$ cat config.mk
export PLATFORM = sky130hd
export DESIGN_NAME = segcat_segmenter
export DESIGN_NICKNAME = d
export VERILOG_FILES = /design/src/rtl/segcat_pkg.sv /design/src/rtl/segcat_admit.sv /design/src/rtl/segcat_slicer.sv /design/src/rtl/segcat_tally.sv /design/src/rtl/segcat_segmenter.sv
export SDC_FILE = /design/constraint.sdc
export NUM_CORES = 1
export LEC_CHECK = 0
export BUFFER_PORTS_ARGS = -buffer_cell sky130_fd_sc_hd__clkbuf_2
export CAP_MARGIN = 20
export CORE_MARGIN = 2
export CORE_UTILIZATION = 59
export CTS_CLUSTER_DIAMETER = 50
export DETAILED_ROUTE_END_ITERATION = 12
export MAX_ROUTING_LAYER = met4
export PLACE_DENSITY = 0.81
export SETUP_SLACK_MARGIN = 0.1
export SLEW_MARGIN = 25
export SYNTH_ARGS = -nofsm -noshare
export SYNTH_HDL_FRONTEND = slang
export SYNTH_SLANG_ARGS = --single-unit
export TNS_END_PERCENT = 1
$ cat constraint.sdc
create_clock -name clk_i -period 8.89 [get_ports clk_i]
set_input_delay 1.3335 -clock clk_i [delete_from_list [all_inputs] [get_ports clk_i]]
set_output_delay 1.3335 -clock clk_i [all_outputs]
set_load 0.02 [all_outputs]
$ cat src/rtl/segcat_pkg.sv
package segcat_pkg;
  localparam int unsigned SEG_BYTES_D = 64;
  localparam int unsigned LEN_W_D     = 11;
  localparam int unsigned THR_W_D     = 4;
  localparam int unsigned TOT_W_D     = 32;
endpackage

$ cat src/rtl/segcat_admit.sv
module segcat_admit #(
  parameter int unsigned THR_W = 4
) (
  input  logic             clk_i,
  input  logic             rst_ni,
  input  logic             pkt_valid_i,
  input  logic [THR_W-1:0] thr_i,
  input  logic             close_i,
  output logic             active_o,
  output logic             start_o,
  output logic             join_o,
  output logic             ready_o,
  output logic             first_o
);
  logic             active_q, first_q;
  logic [THR_W-1:0] cnt_q, cap_q;
  logic             room;

  assign room     = cnt_q < cap_q;
  assign ready_o  = !active_q || room;
  assign start_o  = pkt_valid_i && !active_q;
  assign join_o   = pkt_valid_i && active_q && room;
  assign active_o = active_q;
  assign first_o  = first_q;

  always_ff @(posedge clk_i or negedge rst_ni) begin
    if (!rst_ni) begin
      active_q <= 1'b0;
      first_q  <= 1'b0;
      cnt_q    <= '0;
      cap_q    <= '0;
    end else if (start_o) begin
      active_q <= 1'b1;
      first_q  <= 1'b1;
      cnt_q    <= THR_W'(1);
      cap_q    <= (thr_i == '0) ? THR_W'(1) : thr_i; // limit latched once per burst
    end else if (active_q) begin
      first_q <= 1'b0;
      if (join_o)  cnt_q    <= cnt_q + THR_W'(1);
      if (close_i) active_q <= 1'b0;
    end
  end
endmodule

$ cat src/rtl/segcat_slicer.sv
module segcat_slicer #(
  parameter int unsigned SEG_BYTES = 64,
  parameter int unsigned LEN_W     = 11,
  parameter int unsigned BL_W      = 16,
  parameter int unsigned PAD_W     = 6
) (
  input  logic             clk_i,
  input  logic             rst_ni,
  input  logic             start_i,
  input  logic             join_i,
  input  logic             active_i,
  input  logic [LEN_W-1:0] len_i,
  output logic             last_o,
  output logic [PAD_W-1:0] pad_o
);
  localparam logic [BL_W-1:0] SEG_V = BL_W'(SEG_BYTES);

  logic [BL_W-1:0] backlog_q, avail, gap;

  assign avail  = backlog_q + (join_i ? BL_W'(len_i) : '0);
  assign last_o = avail <= SEG_V;
  assign gap    = SEG_V - avail;
  assign pad_o  = last_o ? gap[PAD_W-1:0] : '0;

  always_ff @(posedge clk_i or negedge rst_ni) begin
    if (!rst_ni)       backlog_q <= '0;
    else if (start_i)  backlog_q <= BL_W'(len_i);
    else if (active_i) backlog_q <= last_o ? '0 : avail - SEG_V;
  end
endmodule

$ cat src/rtl/segcat_tally.sv
module segcat_tally #(
  parameter int unsigned SEG_BYTES = 64,
  parameter int unsigned PAD_W     = 6,
  parameter int unsigned TOT_W     = 32
) (
  input  logic             clk_i,
  input  logic             rst_ni,
  input  logic             seg_i,
  input  logic [PAD_W-1:0] pad_i,
  output logic [TOT_W-1:0] pad_tot_o,
  output logic [TOT_W-1:0] fwd_tot_o
);
  always_ff @(posedge clk_i or negedge rst_ni) begin
    if (!rst_ni) begin
      pad_tot_o <= '0;
      fwd_tot_o <= '0;
    end else if (seg_i) begin
      pad_tot_o <= pad_tot_o + TOT_W'(pad_i);
      fwd_tot_o <= fwd_tot_o + TOT_W'(SEG_BYTES) - TOT_W'(pad_i);
    end
  end
endmodule

$ cat src/rtl/segcat_segmenter.sv
module segcat_segmenter import segcat_pkg::*; #(
  parameter int unsigned SEG_BYTES = SEG_BYTES_D,
  parameter int unsigned LEN_W     = LEN_W_D,
  parameter int unsigned THR_W     = THR_W_D,
  parameter int unsigned TOT_W     = TOT_W_D,
  parameter int unsigned PAD_W     = $clog2(SEG_BYTES)
) (
  input  logic             clk_i,
  input  logic             rst_ni,
  input  logic             pkt_valid_i,
  input  logic [LEN_W-1:0] pkt_len_i,
  output logic             pkt_ready_o,
  input  logic [THR_W-1:0] thresh_i,
  output logic             seg_valid_o,
  output logic             seg_first_o,
  output logic             seg_last_o,
  output logic [PAD_W-1:0] seg_pad_o,
  output logic [TOT_W-1:0] pad_total_o,
  output logic [TOT_W-1:0] fwd_total_o
);
  localparam int unsigned BL_W = LEN_W + THR_W + 1;

  logic             active, start, join_c, first_pend, last_c;
  logic [PAD_W-1:0] pad_c;

  segcat_admit #(.THR_W(THR_W)) u_admit (
    .clk_i       (clk_i),
    .rst_ni      (rst_ni),
    .pkt_valid_i (pkt_valid_i),
    .thr_i       (thresh_i),
    .close_i     (last_c),
    .active_o    (active),
    .start_o     (start),
    .join_o      (join_c),
    .ready_o     (pkt_ready_o),
    .first_o     (first_pend)
  );

  segcat_slicer #(
    .SEG_BYTES (SEG_BYTES),
    .LEN_W     (LEN_W),
    .BL_W      (BL_W),
    .PAD_W     (PAD_W)
  ) u_slicer (
    .clk_i    (clk_i),
    .rst_ni   (rst_ni),
    .start_i  (start),
    .join_i   (join_c),
    .active_i (active),
    .len_i    (pkt_len_i),
    .last_o   (last_c),
    .pad_o    (pad_c)
  );

  segcat_tally #(
    .SEG_BYTES (SEG_BYTES),
    .PAD_W     (PAD_W),
    .TOT_W     (TOT_W)
  ) u_tally (
    .clk_i     (clk_i),
    .rst_ni    (rst_ni),
    .seg_i     (active),
    .pad_i     (pad_c),
    .pad_tot_o (pad_total_o),
    .fwd_tot_o (fwd_total_o)
  );

  always_ff @(posedge clk_i or negedge rst_ni) begin
    if (!rst_ni) begin
      seg_valid_o <= 1'b0;
      seg_first_o <= 1'b0;
      seg_last_o  <= 1'b0;
      seg_pad_o   <= '0;
    end else begin
      seg_valid_o <= active;
      seg_first_o <= active && first_pend;
      seg_last_o  <= active && last_c;
      seg_pad_o   <= active ? pad_c : '0;
    end
  end
endmodule

**After elaboration in Yosys (flattened, before gate mapping)**

Index checks and enable logic that the tools add are counted.
Widths: inputs -> output; s select.

- Add/sub/neg operators: 7
- Magnitude comparators: 2
- Multiplexer cells: 15
- Reductions and logical operators: 11

Operators by type and width:

| cell | count |
|---|---|
| $mux 16 | 3 |
| $add 32x6->32 | 1 |
| $add 32x7->32 const B | 1 |
| $sub 32x6->32 | 1 |
| $add 16x11->16 | 1 |
| $le 16x7->1 const B | 1 |
| $mux 4 | 4 |
| $sub 16x7->16 const B | 1 |
| $mux 6 | 2 |
| $mux 11 | 1 |
| $sub 1x6->6 const A | 1 |
| $logic_and 1x1->1 | 5 |
| $mux 1 | 5 |
| $add 4x1->4 const B | 1 |
| $logic_not 4->1 | 1 |
| $lt 4x4->1 | 1 |
| $reduce_bool 2->1 | 2 |
| $reduce_and 2->1 | 1 |
| $logic_not 1->1 | 1 |
| $logic_or 1x1->1 | 1 |

- Register bits: 99
- Output and inout bits: 74
- Logic and storage cells: 46

**Depth between registers and ports, before layout**

- Depth after elaboration: 8
- Depth in mapped cells: 34
- Mapped depth without buffers: 32

**Cells and area by module**

A second synthesis with hierarchy kept.

- Cell total of the unflattened synthesis: 864
- Area total of the unflattened synthesis: 7498.4 µm²

Modules (own cells, without submodules):

| module | instances | cells each | area each (µm²) | sequential area each (µm²) |
|---|---|---|---|---|
| segcat_tally | 1 | 524 | 4689.5 | 1601.5 |
| segcat_slicer | 1 | 264 | 1985.7 | 400.4 |
| segcat_admit | 1 | 59 | 548.0 | 250.2 |
| segcat_segmenter | 1 | 17 | 275.3 | 225.2 |

**Worst setup path after synthesis**

Ideal clock, no wire load.

- Kind: input to register
- From: input port pkt_valid_i
- To: register u_tally.fwd_tot_o[29]
- Arrival: 7643 ps
- Setup slack: 1116 ps
- Stages on the path: 30
- Cells stage by stage: clkbuf_1 > inv_1 > nor3_1 > clkbuf_1 > and2_1 > ha_1 > inv_1 > fa_1 > nor2b_4 > o31a_4 > o21ai_0 > a31oi_1 > ha_1 > or4bb_1 > a21oi_2 > nand3_4 > nor2_4 > buf_4 > nand2_1 > ha_1 > ha_1 > fa_1 > a21o_1 > nand4_1 > nand2_1 > a31oi_1 > o311ai_1 > a31oi_1 > a2111oi_0 > or3_1

- Word-level cells in the longest chain between the ends: 7
- Elaborated cells on any way between the ends: 8
- Classes of those cells: 3 x add/sub; 1 x order compare; 2 x mux; 2 x reduce/logical

Ends and longest elaborated chain:

| element | RTL line | RTL |
|---|---|---|
| start: declaration | segcat_segmenter.sv:10 | `input logic pkt_valid_i,` |
| $logic_and 1x1->1 (*) (2 in a row) | segcat_admit.sv:22 | `assign join_o = pkt_valid_i && active_q && room;` |
| $mux 11 (*) | segcat_slicer.sv:20 | `assign avail = backlog_q + (join_i ? BL_W'(len_i) : '0);` |
| $add 16x11->16 (*) | segcat_slicer.sv:20 |  |
| $le 16x7->1 / $sub 1x6->6 (equally long branches) | segcat_slicer.sv:21, segcat_slicer.sv:22 |  |
| $mux 6 (*) | segcat_slicer.sv:23 | `assign pad_o = last_o ? gap[PAD_W-1:0] : '0;` |
| $sub 32x6->32 (*) | segcat_tally.sv:19 | `fwd_tot_o <= fwd_tot_o + TOT_W'(SEG_BYTES) - TOT_W'(pad_i);` |
| end signal: assignment | segcat_tally.sv:19 |  |
| end: declaration | segcat_tally.sv:11 | `output logic [TOT_W-1:0] fwd_tot_o` |

Mark *: on every way between the ends. The rest lies on a longest branch, timed or not.
A chain may end at the register's enable or synchronous reset.

**Worst setup path in the final report**

Same ends and word-level chain as after synthesis.

==> impl_results.html <==
<table>
<tr><th>Metric</th><th>Value</th></tr>
<tr><th colspan="2">Yosys</th></tr>
<tr><td>Number of distinct standard cells referenced by the synthesized netlist</td><td>76</td></tr>
<tr><td>Share of synthesized flip-flops with an asynchronous set or reset</td><td>100%</td></tr>
<tr><td>Syn nets</td><td>approximately 870</td></tr>
<tr><td>Mean post-synth cell area</td><td>9.12 um^2</td></tr>
<tr><td>Yosys warnings</td><td>0</td></tr>
<tr><td>Post-synthesis instance area</td><td>7200 um^2</td></tr>
<tr><td>Primary FF master, synth</td><td>sky130_fd_sc_hd__dfrtp_1</td></tr>
<tr><td>Sequential element share of the synthesized area</td><td>34.4%</td></tr>
<tr><td>Post-synth EDFFs</td><td>0</td></tr>
<tr><td>Register bit count reported by yosys</td><td>99</td></tr>
<tr><td>Post-synthesis instance total</td><td>790</td></tr>
<tr><th colspan="2">STA</th></tr>
<tr><td>Headroom to the max-slew limit</td><td>38.6%</td></tr>
<tr><td>Worst hold slack across all endpoints</td><td>480 ps</td></tr>
<tr><td>Ratio of final minimum period to clock period</td><td>between 90% and 100%</td></tr>
<tr><td>Max Transition Viols Final</td><td>0</td></tr>
<tr><td>Largest clock skew in the final design</td><td>11.1 ps</td></tr>
<tr><td>Fmax</td><td>123 MHz</td></tr>
<tr><td>Post-layout minimum cycle time</td><td>slightly above 8000 ps</td></tr>
<tr><td>RSZ-0062 raised after global routing</td><td>false</td></tr>
<tr><td>Final hold vios</td><td>0</td></tr>
<tr><td>Setup violation total in the final timing report</td><td>0</td></tr>
<tr><td>Setup tns final</td><td>0 ps</td></tr>
<tr><td>Worst-Margin Slew</td><td>920 ps</td></tr>
<tr><th colspan="2">Placed design</th></tr>
<tr><td>Count of input and output buffers</td><td>91</td></tr>
<tr><td>Half-perimeter wire length after placement</td><td>roughly 13000 um</td></tr>
<tr><td>RePlAce Congestion</td><td>0.938</td></tr>
<tr><td>Placed Instance Area</td><td>7780 um^2</td></tr>
<tr><th colspan="2">Route</th></tr>
<tr><td>Via count of the routed design</td><td>6231</td></tr>
<tr><td>Residual DRC</td><td>0</td></tr>
<tr><td>Avg Vias per Cell</td><td>6.09</td></tr>
<tr><td>Detail-routed net length per standard cell</td><td>16.6 um</td></tr>
<tr><td>Post-route ant nets</td><td>0</td></tr>
<tr><td>Iteration-0 DRC count of the detailed router</td><td>~440</td></tr>
<tr><td>Final wirelength</td><td>17000 um</td></tr>
<tr><td>Number of optimization iterations in the first detailed-route pass</td><td>5</td></tr>
<tr><th colspan="2">GRT</th></tr>
<tr><td>Initial antenna violation count</td><td>0</td></tr>
<tr><td>First-pass GRT wire length</td><td>between 20000 and 30000 um</td></tr>
<tr><td>GR met1 Demand/Resource</td><td>36.4%</td></tr>
<tr><td>Remaining global-route overflow</td><td>0</td></tr>
<tr><td>Met2 Track Usage GR</td><td>a little under half</td></tr>
<tr><td>Met3 track utilization from global routing</td><td>4.55%</td></tr>
<tr><td>Number of global-route vias before repair</td><td>6161</td></tr>
<tr><td>Total GRT Usage</td><td>28.2%</td></tr>
<tr><td>Busiest grt layer</td><td>met2</td></tr>
<tr><td>Largest net degree at the start of global routing</td><td>between 70 and 80</td></tr>
<tr><th colspan="2">Hold path</th></tr>
<tr><td>Hold Path Sink</td><td>u_tally.pad_tot_o[31]</td></tr>
<tr><td>Hold Crit Start</td><td>u_tally.pad_tot_o[31]</td></tr>
<tr><td>Hold Path Stages</td><td>1</td></tr>
<tr><td>Tightest Hold Check Type</td><td>reg -&gt; reg</td></tr>
<tr><th colspan="2">Layout</th></tr>
<tr><td>Register area</td><td>2480 um^2</td></tr>
<tr><td>Most common cell after layout, fill and taps aside</td><td>sky130_fd_sc_hd__dfrtp_1</td></tr>
<tr><td>Share of post-route cells with drive strength above 1</td><td>16.8%</td></tr>
<tr><td>Area of all placed cells without fillers</td><td>8060 um^2</td></tr>
<tr><td>Filler cell count</td><td>967</td></tr>
<tr><td>Net total in the final layout</td><td>954</td></tr>
<tr><td>Post-layout util</td><td>67.3%</td></tr>
<tr><td>Area growth from synthesis to layout</td><td>11.8%</td></tr>
<tr><td>Antenna fix cells</td><td>0</td></tr>
<tr><td>Area taken by multi-input logic gates</td><td>4390 um^2</td></tr>
<tr><td>Most frequent cells in the layout</td><td>sky130_fd_sc_hd__dfrtp_1 (98), sky130_fd_sc_hd__clkbuf_2 (90), sky130_fd_sc_hd__nand2_1 (61), sky130_fd_sc_hd__ha_1 (61), sky130_fd_sc_hd__inv_1 (60)</td></tr>
<tr><th colspan="2">Status</th></tr>
<tr><td>Status</td><td>complete, no violations</td></tr>
<tr><th colspan="2">Setup path</th></tr>
<tr><td>Critical path required time</td><td>9130 ps</td></tr>
<tr><td>Launching element type of the critical path</td><td>primary input</td></tr>
<tr><td>Library cell appearing most often on the critical path</td><td>sky130_fd_sc_hd__ha_1</td></tr>
<tr><td>Kind of critical path</td><td>in -&gt; reg</td></tr>
<tr><td>Worst-case register-to-register setup slack</td><td>1220 ps</td></tr>
<tr><td>Slowest-stage cell, CP</td><td>sky130_fd_sc_hd__fa_1</td></tr>
<tr><td>Depth of the most critical reg-to-reg path</td><td>31</td></tr>
<tr><td>Nature of the critical path endpoint</td><td>flip-flop</td></tr>
<tr><td>Reg-to-Reg Start</td><td>u_admit.cnt_q[1]</td></tr>
<tr><td>Maximum fanout along the worst path</td><td>17</td></tr>
<tr><td>Destination of the worst register-to-register timing path</td><td>u_tally.fwd_tot_o[29]</td></tr>
<tr><td>Worst EP arrival</td><td>around 8400 ps</td></tr>
<tr><td>Max incr delay on CP</td><td>440 ps</td></tr>
<tr><th colspan="2">Clock network</th></tr>
<tr><td>Clock slew seen by the registers of the worst setup and hold paths</td><td>roughly 70 ps</td></tr>
<tr><td>TritonCTS Buffers</td><td>9</td></tr>
<tr><td>TritonCTS clock tree</td><td>yes</td></tr>
<tr><td>Post-CTS Hold Buffers</td><td>0</td></tr>
<tr><td>PostCTS Resize Cnt</td><td>0</td></tr>
<tr><td>Setup Fix Bufs, Post-CTS</td><td>0</td></tr>
<tr><td>Deepest clock path buffer count</td><td>2</td></tr>
<tr><td>Later-pin clock latency in the skew report</td><td>360 ps</td></tr>
<tr><td>CTS H-tree lvls</td><td>3</td></tr>
<tr><td># clock sinks</td><td>99</td></tr>
<tr><td>Root Driver</td><td>sky130_fd_sc_hd__clkbuf_16</td></tr>
<tr><th colspan="2">Floorplanning</th></tr>
<tr><td>Effective utilization at floorplan</td><td>60.2%</td></tr>
<tr><td>Overall die area</td><td>between 10000 and 15000 um^2</td></tr>
<tr><td>Cell Rows</td><td>40</td></tr>
<tr><td>Top Ports</td><td>a little over 90</td></tr>
<tr><td>Horizontal extent of the die</td><td>114 um</td></tr>
<tr><td>Die height</td><td>between 100 and 150 um</td></tr>
<tr><td>Area of the placeable core</td><td>12000 um^2</td></tr>
<tr><th colspan="2">Run</th></tr>
<tr><td>Total of max-cap violations</td><td>0</td></tr>
</table>
[synthesized netlist by cell type (3+ instances only)]
master,count,area [um^2]
sky130_fd_sc_hd__o21ai_0,35,175
sky130_fd_sc_hd__dfrtp_1,99,2480
sky130_fd_sc_hd__nand3_1,35,175
sky130_fd_sc_hd__a211oi_1,7,52.6
sky130_fd_sc_hd__o2bb2ai_1,3,26.3
sky130_fd_sc_hd__nor3b_1,4,30.0
sky130_fd_sc_hd__nand2_1,61,229
sky130_fd_sc_hd__or3_1,5,31.3
sky130_fd_sc_hd__o21a_1,3,22.5
sky130_fd_sc_hd__o21bai_1,6,45.0
sky130_fd_sc_hd__ha_1,61,763
sky130_fd_sc_hd__a31oi_1,6,37.5
sky130_fd_sc_hd__mux2i_1,26,260
sky130_fd_sc_hd__nor4_1,5,31.3
sky130_fd_sc_hd__nand3b_1,3,22.5
sky130_fd_sc_hd__and3_1,11,68.8
sky130_fd_sc_hd__inv_1,60,225
sky130_fd_sc_hd__o211ai_1,8,60.1
sky130_fd_sc_hd__nand4_1,6,37.5
sky130_fd_sc_hd__o2111ai_1,5,43.8
sky130_fd_sc_hd__a21boi_0,3,22.5
sky130_fd_sc_hd__xor2_1,26,228
sky130_fd_sc_hd__xnor2_1,42,368
sky130_fd_sc_hd__fa_1,3,60.1
sky130_fd_sc_hd__nor2_1,44,165
sky130_fd_sc_hd__or2_2,4,25.0
sky130_fd_sc_hd__nand2b_1,5,31.3
sky130_fd_sc_hd__buf_1,4,15.0
sky130_fd_sc_hd__nor3_1,20,100
sky130_fd_sc_hd__o31ai_1,11,82.6
sky130_fd_sc_hd__o22ai_1,8,50.1
sky130_fd_sc_hd__clkbuf_1,18,67.6
sky130_fd_sc_hd__a21o_1,21,158
sky130_fd_sc_hd__o31a_1,3,26.3
sky130_fd_sc_hd__a21oi_1,41,205
sky130_fd_sc_hd__and2_1,25,156
sky130_fd_sc_hd__mux2_2,11,124
[how the worst max path moves through the flow]
stage                            from               endpoint  slack [ps]  cells past startpoint
after floorplan           pkt_valid_i  u_tally.fwd_tot_o[29]        1120                     30
final                     pkt_valid_i  u_tally.fwd_tot_o[29]         750                     29
after global routing      pkt_valid_i  u_tally.fwd_tot_o[29]         150                     29
after CTS                 pkt_valid_i  u_tally.fwd_tot_o[29]         810                     29
after detailed placement  pkt_valid_i  u_tally.fwd_tot_o[29]         450                     29
after global placement    pkt_valid_i  u_tally.fwd_tot_o[29]         760                     29
[layer usage]
| metal | up-vias | wire length (um) | share of wire, % |
|---|---|---|---|
| met5 | - | 0 | 0 |
| met4 | 0 | 318 | 1.9 |
| met3 | 31 | 787 | 4.6 |
| met2 | 187 | 8120 | 48 |
| met1 | 3025 | 7750 | 46 |
| li1 | 2988 | - | - |
[kinds of logic after synthesis]
group	count (synthesis)	share of synthesized area, %
buf+inv	86	4.71
flops	99	34.4
fa+ha+maj	64	11.4
xor+xnor	68	8.27
simple gates	246	18.0
mux	37	5.33
compound gates	190	17.9
[state kept, by name (all words and copies together), names as in the netlist]
name                flops
u_admit.first_o         1
u_slicer.backlog_q     16
seg_last_o              1
seg_pad_o               6
u_tally.fwd_tot_o      32
seg_valid_o             1
u_admit.active_o        1
u_tally.pad_tot_o      32
u_admit.cap_q           4
u_admit.cnt_q           4
seg_first_o             1
[metrics by stage]
| step | setup slack [ps] | cells |
|---|---|---|
| CTS | 809 | 1023 |
| finish | 745 | 1023 |
| global placement | 763 | 1008 |
| detailed placement | 454 | 1008 |
| floorplan | 1120 | 790 |
| global route | 147 | 1023 |
[worst max-delay path: cells and delay by family]
| kind | cells | cell delay, ps |
|---|---|---|
| AO/OA/AOI/OAI | 9 | 2140 |
| adder cells (fa/ha/maj) | 6 | 1810 |
| buffers and inverters | 4 | 940 |
| AND/OR/NAND/NOR | 10 | 2140 |
[final cells by class]
| class | count | share of cell area (%) |
|---|---|---|
| Clock buffer | 9 | 2.80 |
| Clock inverter | 6 | 0.590 |
| Multi-Input combinational cell | 605 | 54.5 |
| Tap cell | 147 | 2.28 |
| Timing Repair Buffer | 97 | 6.24 |
| Inverter | 60 | 2.80 |
| Sequential cell | 99 | 30.8 |
Power is left out: the tool's default activity adds up to more than one toggle a clock period on the data nets, which glitch-free logic cannot reach.
